--- config.mk ---
export PLATFORM = sky130hd
export DESIGN_NAME = tmr_ctrl_bank
export DESIGN_NICKNAME = d
export VERILOG_FILES = /design/src/rtl/tcrb_pkg.sv /design/src/rtl/tcrb_decode.sv /design/src/rtl/tcrb_screg.sv /design/src/rtl/tcrb_irq.sv /design/src/rtl/tmr_ctrl_bank.sv
export SDC_FILE = /design/constraint.sdc
export NUM_CORES = 1
export LEC_CHECK = 0
export BUFFER_PORTS_ARGS = -buffer_cell sky130_fd_sc_hd__buf_2
export CAP_MARGIN = 20
export CORE_UTILIZATION = 40
export CTS_CLUSTER_SIZE = 12
export DETAILED_ROUTE_END_ITERATION = 8
export PLACE_DENSITY = 0.66
export SETUP_SLACK_MARGIN = 0.15
export SYNTH_ARGS = -nofsm -noshare
export SYNTH_HDL_FRONTEND = slang
export SYNTH_SLANG_ARGS = --single-unit
--- constraint.sdc ---
create_clock -name clk -period 2.2 [get_ports clk]
set_clock_uncertainty 0.1 [all_clocks]
set_input_delay 0.11 -clock clk [delete_from_list [all_inputs] [get_ports clk]]
set_output_delay 0.11 -clock clk [all_outputs]
set_load 0.1 [all_outputs]
--- src/rtl/tcrb_pkg.sv ---
package tcrb_pkg;

   // Register identifiers; the index also selects the read mux input.
   typedef enum logic [1:0] {
      RG_EN   = 2'd0,
      RG_STOP = 2'd1,
      RG_FLAG = 2'd2,
      RG_MASK = 2'd3
   } reg_id_e;

   localparam int NUM_REGS = 4;
   localparam int DW       = 32;
   localparam int HALF_OFS = 16;  // half-match bits start here
   localparam int WDT_BIT  = 16;  // watchdog bit in the stop register

   // Byte offsets (software visible).
   function automatic int rd_off(input int id);
      case (id)
         0:       return 'h10;
         1:       return 'h1C;
         2:       return 'h20;
         default: return 'h30;
      endcase
   endfunction

   function automatic int set_off(input int id);
      case (id)
         0:       return 'h14;
         1:       return 'h2C;
         2:       return 'h24;
         default: return 'h34;
      endcase
   endfunction

   function automatic int clr_off(input int id);
      case (id)
         0:       return 'h18;
         1:       return 'h3C;
         2:       return 'h28;
         default: return 'h38;
      endcase
   endfunction

   function automatic logic [DW-1:0] low_mask(input int nch);
      return (DW'(1) << nch) - DW'(1);
   endfunction

   // Bits that hold state for a register with nch channels.
   function automatic logic [DW-1:0] impl_mask(input int id, input int nch);
      case (id)
         0:       return low_mask(nch);
         1:       return low_mask(nch) | (DW'(1) << WDT_BIT);
         default: return low_mask(nch) | (low_mask(nch) << HALF_OFS);
      endcase
   endfunction

   // Reset value: stop and mask come up all ones, others zero.
   function automatic logic [DW-1:0] rst_val(input int id, input int nch);
      case (id)
         1:       return impl_mask(id, nch);
         3:       return impl_mask(id, nch);
         default: return '0;
      endcase
   endfunction

endpackage

--- src/rtl/tcrb_decode.sv ---
module tcrb_decode
   import tcrb_pkg::*;
#(
   parameter int ADDR_W = 6
) (
   input  logic              clk,
   input  logic              rst_n,
   input  logic              wr,
   input  logic              rd,
   input  logic [ADDR_W-1:0] addr,
   output logic [NUM_REGS-1:0] set_hit,
   output logic [NUM_REGS-1:0] clr_hit,
   output logic              rd_hit,
   output logic [1:0]        rd_id
);

   for (genvar g = 0; g < NUM_REGS; g++) begin : g_wdec
      localparam logic [ADDR_W-1:0] SET_W = ADDR_W'(set_off(g) >> 2);
      localparam logic [ADDR_W-1:0] CLR_W = ADDR_W'(clr_off(g) >> 2);
      assign set_hit[g] = wr && (addr == SET_W);
      assign clr_hit[g] = wr && (addr == CLR_W);
   end

   always_comb begin
      rd_hit = 1'b0;
      rd_id  = 2'd0;
      for (int i = 0; i < NUM_REGS; i++) begin
         if (rd && (addr == ADDR_W'(rd_off(i) >> 2))) begin
            rd_hit = 1'b1;
            rd_id  = 2'(i);
         end
      end
   end

   // A write reaches at most one alias
   AST_ONE_TARGET: assert property (@(posedge clk) disable iff (!rst_n)
      $onehot0({set_hit, clr_hit}));

   // Without a write strobe no alias fires
   AST_NO_WR_NO_HIT: assert property (@(posedge clk) disable iff (!rst_n)
      !wr |-> (set_hit == '0 && clr_hit == '0));

endmodule

--- src/rtl/tcrb_screg.sv ---
module tcrb_screg #(
   parameter int          W    = 32,
   parameter logic [W-1:0] RST  = '0,
   parameter logic [W-1:0] IMPL = '1
) (
   input  logic         clk,
   input  logic         rst_n,
   input  logic [W-1:0] set_w,
   input  logic [W-1:0] clr_w,
   input  logic [W-1:0] hw_set,
   output logic [W-1:0] q
);

   // Hardware set is ORed in after the clear, so an event wins a race.
   always_ff @(posedge clk) begin
      if (!rst_n) q <= RST & IMPL;
      else        q <= ((q & ~clr_w) | set_w | hw_set) & IMPL;
   end

   AST_SW_SET: assert property (@(posedge clk) disable iff (!rst_n)
      (|set_w) |=> ((q & $past(set_w & IMPL)) == $past(set_w & IMPL)));

   AST_SW_CLR: assert property (@(posedge clk) disable iff (!rst_n)
      (|clr_w) |=> ((q & $past(clr_w & ~hw_set & ~set_w)) == '0));

   AST_HW_WINS: assert property (@(posedge clk) disable iff (!rst_n)
      (|hw_set) |=> ((q & $past(hw_set & IMPL)) == $past(hw_set & IMPL)));

   AST_IDLE_HOLD: assert property (@(posedge clk) disable iff (!rst_n)
      (set_w == '0 && clr_w == '0 && hw_set == '0) |=> $stable(q));

   always_comb begin
      if (rst_n) AST_UNIMPL_ZERO: assert ((q & ~IMPL) == '0);
   end

endmodule

--- src/rtl/tcrb_irq.sv ---
module tcrb_irq #(
   parameter int W = 32
) (
   input  logic [W-1:0] flag,
   input  logic [W-1:0] mask,
   output logic         irq
);

   logic [W-1:0] pend;

   for (genvar b = 0; b < W; b++) begin : g_pend
      assign pend[b] = flag[b] & ~mask[b];
   end

   assign irq = |pend;

endmodule

--- src/rtl/tmr_ctrl_bank.sv ---
module tmr_ctrl_bank
   import tcrb_pkg::*;
#(
   parameter int NUM_CH = 8,
   parameter int ADDR_W = 6
) (
   input  logic              clk,
   input  logic              rst_n,
   input  logic              bus_wr,
   input  logic              bus_rd,
   input  logic [ADDR_W-1:0] bus_addr,
   input  logic [DW-1:0]     bus_wdata,
   output logic [DW-1:0]     bus_rdata,
   input  logic [NUM_CH-1:0] evt_full,
   input  logic [NUM_CH-1:0] evt_half,
   output logic [NUM_CH-1:0] ch_enable,
   output logic [NUM_CH-1:0] ch_stop,
   output logic              wdt_stop,
   output logic              irq
);

   localparam logic [ADDR_W-1:0] STOP_SET_W = ADDR_W'(set_off(1) >> 2);
   localparam logic [DW-1:0]     MASK_IMPL  = impl_mask(3, NUM_CH);

   // Elaboration checks
   if (NUM_CH < 1 || NUM_CH > 16) begin : g_bad_nch
      $error("tmr_ctrl_bank: NUM_CH must be 1..16");
   end
   if (ADDR_W < 4) begin : g_bad_aw
      $error("tmr_ctrl_bank: ADDR_W must reach word 15");
   end

   logic [NUM_REGS-1:0] set_hit, clr_hit;
   logic                rd_hit;
   logic [1:0]          rd_id;
   logic [DW-1:0]       q_arr [NUM_REGS];
   logic [DW-1:0]       evt_vec;

   tcrb_decode #(.ADDR_W(ADDR_W)) u_dec (
      .clk     (clk),
      .rst_n   (rst_n),
      .wr      (bus_wr),
      .rd      (bus_rd),
      .addr    (bus_addr),
      .set_hit (set_hit),
      .clr_hit (clr_hit),
      .rd_hit  (rd_hit),
      .rd_id   (rd_id)
   );

   assign evt_vec = DW'(evt_full) | (DW'(evt_half) << HALF_OFS);

   for (genvar g = 0; g < NUM_REGS; g++) begin : g_reg
      logic [DW-1:0] set_v, clr_v, hw_v;
      assign set_v = set_hit[g] ? bus_wdata : '0;
      assign clr_v = clr_hit[g] ? bus_wdata : '0;
      if (g == int'(RG_FLAG)) begin : g_hw
         assign hw_v = evt_vec;
      end else begin : g_nohw
         assign hw_v = '0;
      end
      tcrb_screg #(
         .W    (DW),
         .RST  (rst_val(g, NUM_CH)),
         .IMPL (impl_mask(g, NUM_CH))
      ) u_r (
         .clk    (clk),
         .rst_n  (rst_n),
         .set_w  (set_v),
         .clr_w  (clr_v),
         .hw_set (hw_v),
         .q      (q_arr[g])
      );
   end

   always_ff @(posedge clk) begin
      if (!rst_n)      bus_rdata <= '0;
      else if (bus_rd) bus_rdata <= rd_hit ? q_arr[rd_id] : '0;
   end

   tcrb_irq #(.W(DW)) u_irq (
      .flag (q_arr[RG_FLAG]),
      .mask (q_arr[RG_MASK]),
      .irq  (irq)
   );

   assign ch_enable = q_arr[RG_EN][NUM_CH-1:0];
   assign ch_stop   = q_arr[RG_STOP][NUM_CH-1:0];
   assign wdt_stop  = q_arr[RG_STOP][WDT_BIT];

   AST_RD_MISS_ZERO: assert property (@(posedge clk) disable iff (!rst_n)
      (bus_rd && !rd_hit) |=> (bus_rdata == '0));

   AST_WDT_SET: assert property (@(posedge clk) disable iff (!rst_n)
      (bus_wr && bus_addr == STOP_SET_W && bus_wdata[WDT_BIT]) |=> wdt_stop);

   AST_MASKED_QUIET: assert property (@(posedge clk) disable iff (!rst_n)
      (q_arr[RG_MASK] == MASK_IMPL) |-> !irq);

   AST_RD_HOLD: assert property (@(posedge clk) disable iff (!rst_n)
      !bus_rd |=> $stable(bus_rdata));

endmodule

=== Word-level counts from Yosys, hierarchy flattened ===
Cells that the tools add are included.

* Reductions and logical operators: 13
* Order comparisons: 1
* Mux-type cells: 19
* Bitwise gates (word level): 79
* Equality and inequality tests: 12

{| class="wikitable"
|+ Operators by type and width
! cell !! count
|-
| $mux 24 || 4
|-
| $mux 32 || 3
|-
| $or 24x24->24 || 3
|-
| $bmux 32 s2 || 1
|-
| $and 24x24->24 || 2
|-
| $eq 6x4->1 const B || 8
|-
| $not 24->24 || 2
|-
| $mux 17 || 2
|-
| $reduce_or 32->1 || 1
|-
| $eq 6x3->1 const B || 4
|-
| $or 8x24->24 || 1
|-
| $and 17x17->17 || 1
|-
| $not 17->17 || 1
|-
| $or 17x17->17 || 1
|-
| $and 1x1->1 || 16
|-
| $and 1x1->1 const A || 16
|-
| $mux 8 || 2
|-
| $not 1->1 || 16
|-
| $not 1->1 const A || 16
|-
| $logic_and 1x1->1 || 12
|-
| $and 8x8->8 || 1
|-
| $not 8->8 || 1
|-
| $or 8x8->8 || 1
|-
| $mux 1 || 5
|-
| 3 further kinds || 4
|}

* Register bits after elaboration: 81
* Logic and storage cells: 129
* Bits of input ports: 58
* Output and inout bits: 50

=== Depth between registers and ports, before layout ===
* Depth after elaboration: 10
* Gate-level depth with buffers: 7
* Depth with buffers taken out: 4

=== Cells and area by module ===
From an unflattened synthesis, not the netlist that was laid out.

* Cells, all modules: 798
* Area total of the unflattened synthesis: 6411.1 um2

{| class="wikitable"
|+ Modules (own cells, without submodules)
! module !! cells an instance !! area an instance (um2) !! times used
|-
| tmr_ctrl_bank || 461 || 3603.5 || 1
|-
| tcrb_screg at g_reg[2].u_r || 67 || 735.7 || 1
|-
| tcrb_screg at g_reg[3].u_r || 82 || 695.7 || 1
|-
| tcrb_screg at g_reg[1].u_r || 61 || 503.0 || 1
|-
| tcrb_screg at g_reg[0].u_r || 50 || 469.2 || 1
|-
| tcrb_irq || 53 || 251.5 || 1
|-
| tcrb_decode || 24 || 152.6 || 1
|}

=== Worst setup path before layout ===
OpenSTA, ideal clock, no wires.

* Path type: register to output
* Start: reg g_reg[3].u_r.q[16]
* End: out irq
* Path buffers: 0
* Required time: 1.990 ns
* Stages on the path, launching flop included: 4
* Data arrival time: 1.549 ns
* Slack: 0.441 ns
* Cell sequence: dfxtp_1 > inv_1 > a221oi_1 > nand4_1

* Cells in the longest elaborated chain, start to end: 3

{| class="wikitable"
|+ RTL lines
! element !! line !! RTL
|-
| start: declaration || tcrb_screg.sv:11 || <nowiki>output logic [W-1:0] q</nowiki>
|-
| start signal: assignment || tcrb_screg.sv:16 || <nowiki>if (!rst_n) q <= RST & IMPL;</nowiki>
|-
| start signal: assignment || tcrb_screg.sv:17 || <nowiki>else q <= ((q & ~clr_w) | set_w | hw_set) & IMPL;</nowiki>
|-
| $not 1->1 || tcrb_irq.sv:12 || <nowiki>assign pend[b] = flag[b] & ~mask[b];</nowiki>
|-
| $and 1x1->1 || tcrb_irq.sv:12 ||
|-
| $reduce_or 32->1 || tcrb_irq.sv:15 || <nowiki>assign irq = |pend;</nowiki>
|-
| end: declaration || tmr_ctrl_bank.sv:19 || <nowiki>output logic irq</nowiki>
|}

No other way between the ends.

=== Worst setup path in the final report ===
* Start: in bus_addr[3]
* End: reg g_reg[2].u_r.q[20]

* Cells in the longest elaborated chain, start to end: 7
* Elaborated cells on any way between the ends: 10
* Classes of those cells: 2 x eq/ne; 2 x mux; 4 x bitwise; 2 x reduce/logical

{| class="wikitable"
|+ RTL lines
! element !! line !! RTL
|-
| start: declaration || tmr_ctrl_bank.sv:11 || <nowiki>input logic [ADDR_W-1:0] bus_addr,</nowiki>
|-
| $eq 6x4->1 || tcrb_decode.sv:21 || <nowiki>assign clr_hit[g] = wr && (addr == CLR_W);</nowiki>
|-
| $logic_and 1x1->1 || tcrb_decode.sv:21 ||
|-
| $mux 24 || tmr_ctrl_bank.sv:56 || <nowiki>assign clr_v = clr_hit[g] ? bus_wdata : '0;</nowiki>
|-
| $not 24->24 || tcrb_screg.sv:17 ||
|-
| $and 24x24->24 || tcrb_screg.sv:17 ||
|-
| $or 24x24->24 (*) (2 in series) || tcrb_screg.sv:17 ||
|-
| end signal: assignment || tcrb_screg.sv:16 ||
|-
| end signal: assignment || tcrb_screg.sv:17 ||
|-
| end: declaration || tcrb_screg.sv:11 ||
|}

Every way passes the cells marked *; elsewhere a longest branch is shown, timed or not.
A chain may end at the register's enable or synchronous reset.

==> results.yml <==
grt:
  grt_pass1_wl_um: 14300
  grt_pass1_vias: 2804
  grt_max_degree: 28
  track_usage_pct: 22.4
  antenna_found_initial: 0
  grt_remaining_overflow: 0
yosys:
  async_flop_share_pct: 0
  ys_warn_count: 0
  synthCells: 351
  yosysTopAreaCell: "dfxtp_1"
  ys_types: 36
  synth-edff-count: 0
  yosysSeqAreaShare_pct: 41.5
  ys.flop_type: "dfxtp_1"
  ys_ff_latch: 65
  synth_area_sq_mm: 0.00313
  yosys-top-cells-area: "dfxtp_1 (42%), a221o_1 (8.0%), nand2_1 (7.9%)"
  netlist.area_leader.share_pct: 41.5
  avgSynthCellArea_sq_um: 8.93
clocking:
  clockBufferDepth: 2
  ctsRootBufferMaster: "clkbuf_8"
  htreeDepth: 3
  cts_tree: "done"
  cts_buffers: 9
  clock_sinks: 65
  post_cts_buffers: 0
  clkLatencyLatePin_ns: 0.33
  clkSlewWorstSetupHoldPaths_ns: 0.07
setup_path:
  worstRegToRegCells: 3
  worst-setup-path-type: "primary input to flip-flop"
  r2r_start: "g_reg[2].u_r.q[20]$_SDFF_PN0_"
  critPathSlowestCell: "dlygate4sd3_1"
  worstSetupEndpointType: "flip-flop"
  cp_slowest_stage_delay_ns: 0.57
  cp_max_fo: 16
  required_ns: 2.32
  startpoint: "bus_addr[3]"
  crit_chain: "buf_2, or4b_4, or2_1, buf_6, nor3b_1, o21ai_0, dlygate4sd3_1"
  startpoint_type: "primary input"
  worst_ep_arrival_time_ns: 2.07
route:
  postRouteAntennaNets: 0
  drc: 0
  drtIter0Drc: 253
  num_vias: 3024
  viasPerCell: 5.32
  avgRoutedWirePerCell_um: 15.8
  wl_um: 8960
  dr.pass1.iters: 7
timing:
  finalSetupViolations: 0
  worst-slew-pin-transition_ns: 0.512
  tns_ns: 0
  post-route-period-util_pct: 88.5
  hold_violations: 0
  post-route-min-period_ns: 1.95
  rsz0062_at_grt: "false"
  slew_violations: 0
  slew_headroom_pct: 65.8
  max_freq_mhz: 514
final_layout:
  area_growth_pct: 32.0
  nFillCells: 705
  final_common_cell: "buf_2"
  nets: 522
  num_antenna_cells: 0
  finish.instance_area_sq_mm: 0.00414
  drive_gt1_share_pct: 24.9
  mostFrequentLayoutCells: "buf_2 (75), nand2_1 (66), dfxtp_1 (65), dlygate4sd3_1 (38), o21ai_0 (27)"
placed_design:
  routabilityCongestion: 0.859
  io_buffers: 75
  placed_cell_area_sq_mm: 0.00356
  dp_hpwl_um: 5990
power_and_ir_drop:
  peakVddDrop_uv: 429
  p_comb_share_pct: 14.7
  power_density_mw_per_mm2: 626
  power.leakage_nw: 1.77
  p_switching_mw: 0.715
  p_int_mw: 1.88
  sequentialPowerShare_pct: 47.3
  p_sw_share_pct: 27.6
  clkPwrFrac_pct: 38.0
floorplanning:
  coreArea_sq_mm: 0.00741
  start_util_pct: 42.3
  rows: 31
  die_y_um: 90.5
  fp.dieW_um: 90.5
  design.die.area_sq_mm: 0.00819
  boundaryPins: 108
worst_hold_path:
  min_path_type: "primary input to flip-flop"
  worstHoldStart: "evt_full[7]"
  min_path_cells: 3
status:
  outcome: "complete, no violations"
job:
  maxCapViolCount: 0
==> metrics by stage <==
stage	setup slack, ns	utilization, %	power [mW]	instances	hold slack [ns]
4_1_cts	0.219	55.7	2.60	568	0.0345
2_1_floorplan	0.441	-	1.50	366	0.119
6_report	0.253	55.8	2.59	568	0.0491
3_5_place_dp	0.343	48.0	1.57	514	0.256
5_1_grt	0.179	55.8	2.69	568	0.0584
3_3_place_gp	0.386	48.0	1.56	514	0.250
==> cell usage after synthesis (8+ instances only) <==
library cell   n
mux2i_1       23
inv_1         17
o21ai_1       12
o21ai_0       27
buf_4         17
clkbuf_1      17
nor3b_2       10
o221ai_1       9
a221o_1       25
a32o_1         8
dfxtp_1       65
nand2_1       66
==> repair_timing <==
action                                  4_1_cts  5_1_grt
endpoints found under the setup margin        0        4
hold buffers                                 38        0
resized for setup                             0        2
hold endpoints to repair                     42        0
==> flip-flops by register name (all words and copies together) (netlist names) <==
signal / flops
bus_rdata: 16
g.u_r.q: 49
==> kinds of logic after synthesis <==
kind of cell / Yosys count / synth area share, %
compound gates: 92 / 21.8
flops: 65 / 41.5
xor+xnor: 1 / 0.280
buf+inv: 58 / 9.62
mux: 23 / 7.35
simple gates: 111 / 19.3
other cells: 1 / 0.120
==> final timing paths <==
kind                                   endpoint  slack (ns)
setup / recovery  g_reg[2].u_r.q[20]$_SDFF_PN0_        0.25
hold / removal     g_reg[2].u_r.q[7]$_SDFF_PN0_        0.05
setup reg to reg  g_reg[2].u_r.q[20]$_SDFF_PN0_        0.83
hold reg to reg      bus_rdata[21]$_SDFFE_PN0P_        0.35
==> critical path, delay by kind of cell <==
kind | cells | cell delay, ns
compound gates | 1 | 0.11
buf+inv | 3 | 0.93
simple gates | 3 | 0.92
==> final cells by class <==
class                           instances  area, sq um  area share (%)
Clock inverter                          3         40.0           0.968
Sequential cell                        65         1300            31.5
Inverter                               18         67.6            1.63
Tap cell                               99          124            2.99
Clock buffer                           13          149            3.60
Multi-Input combinational cell        243         1590            38.4
Timing Repair Buffer                  127          865            20.9
==> power groups by stage <==
stage | sequential, mW | combinational (mW) | clock, mW
6_report | 1.23 | 0.380 | 0.985
5_1_grt | 1.23 | 0.405 | 1.05
4_1_cts | 1.22 | 0.376 | 0.999
3_5_place_dp | 1.25 | 0.317 | 0
3_3_place_gp | 1.25 | 0.313 | 0
2_1_floorplan | 1.27 | 0.238 | 0
==> metal layers <==
metal / track usage, % / share of wire, %
met1: 28.8 / 47
met4: 5.11 / 0.79
met5: 0 / 0
met3: 4.97 / 5.0
met2: 38.2 / 47
Power figures use the tool's default switching activity.
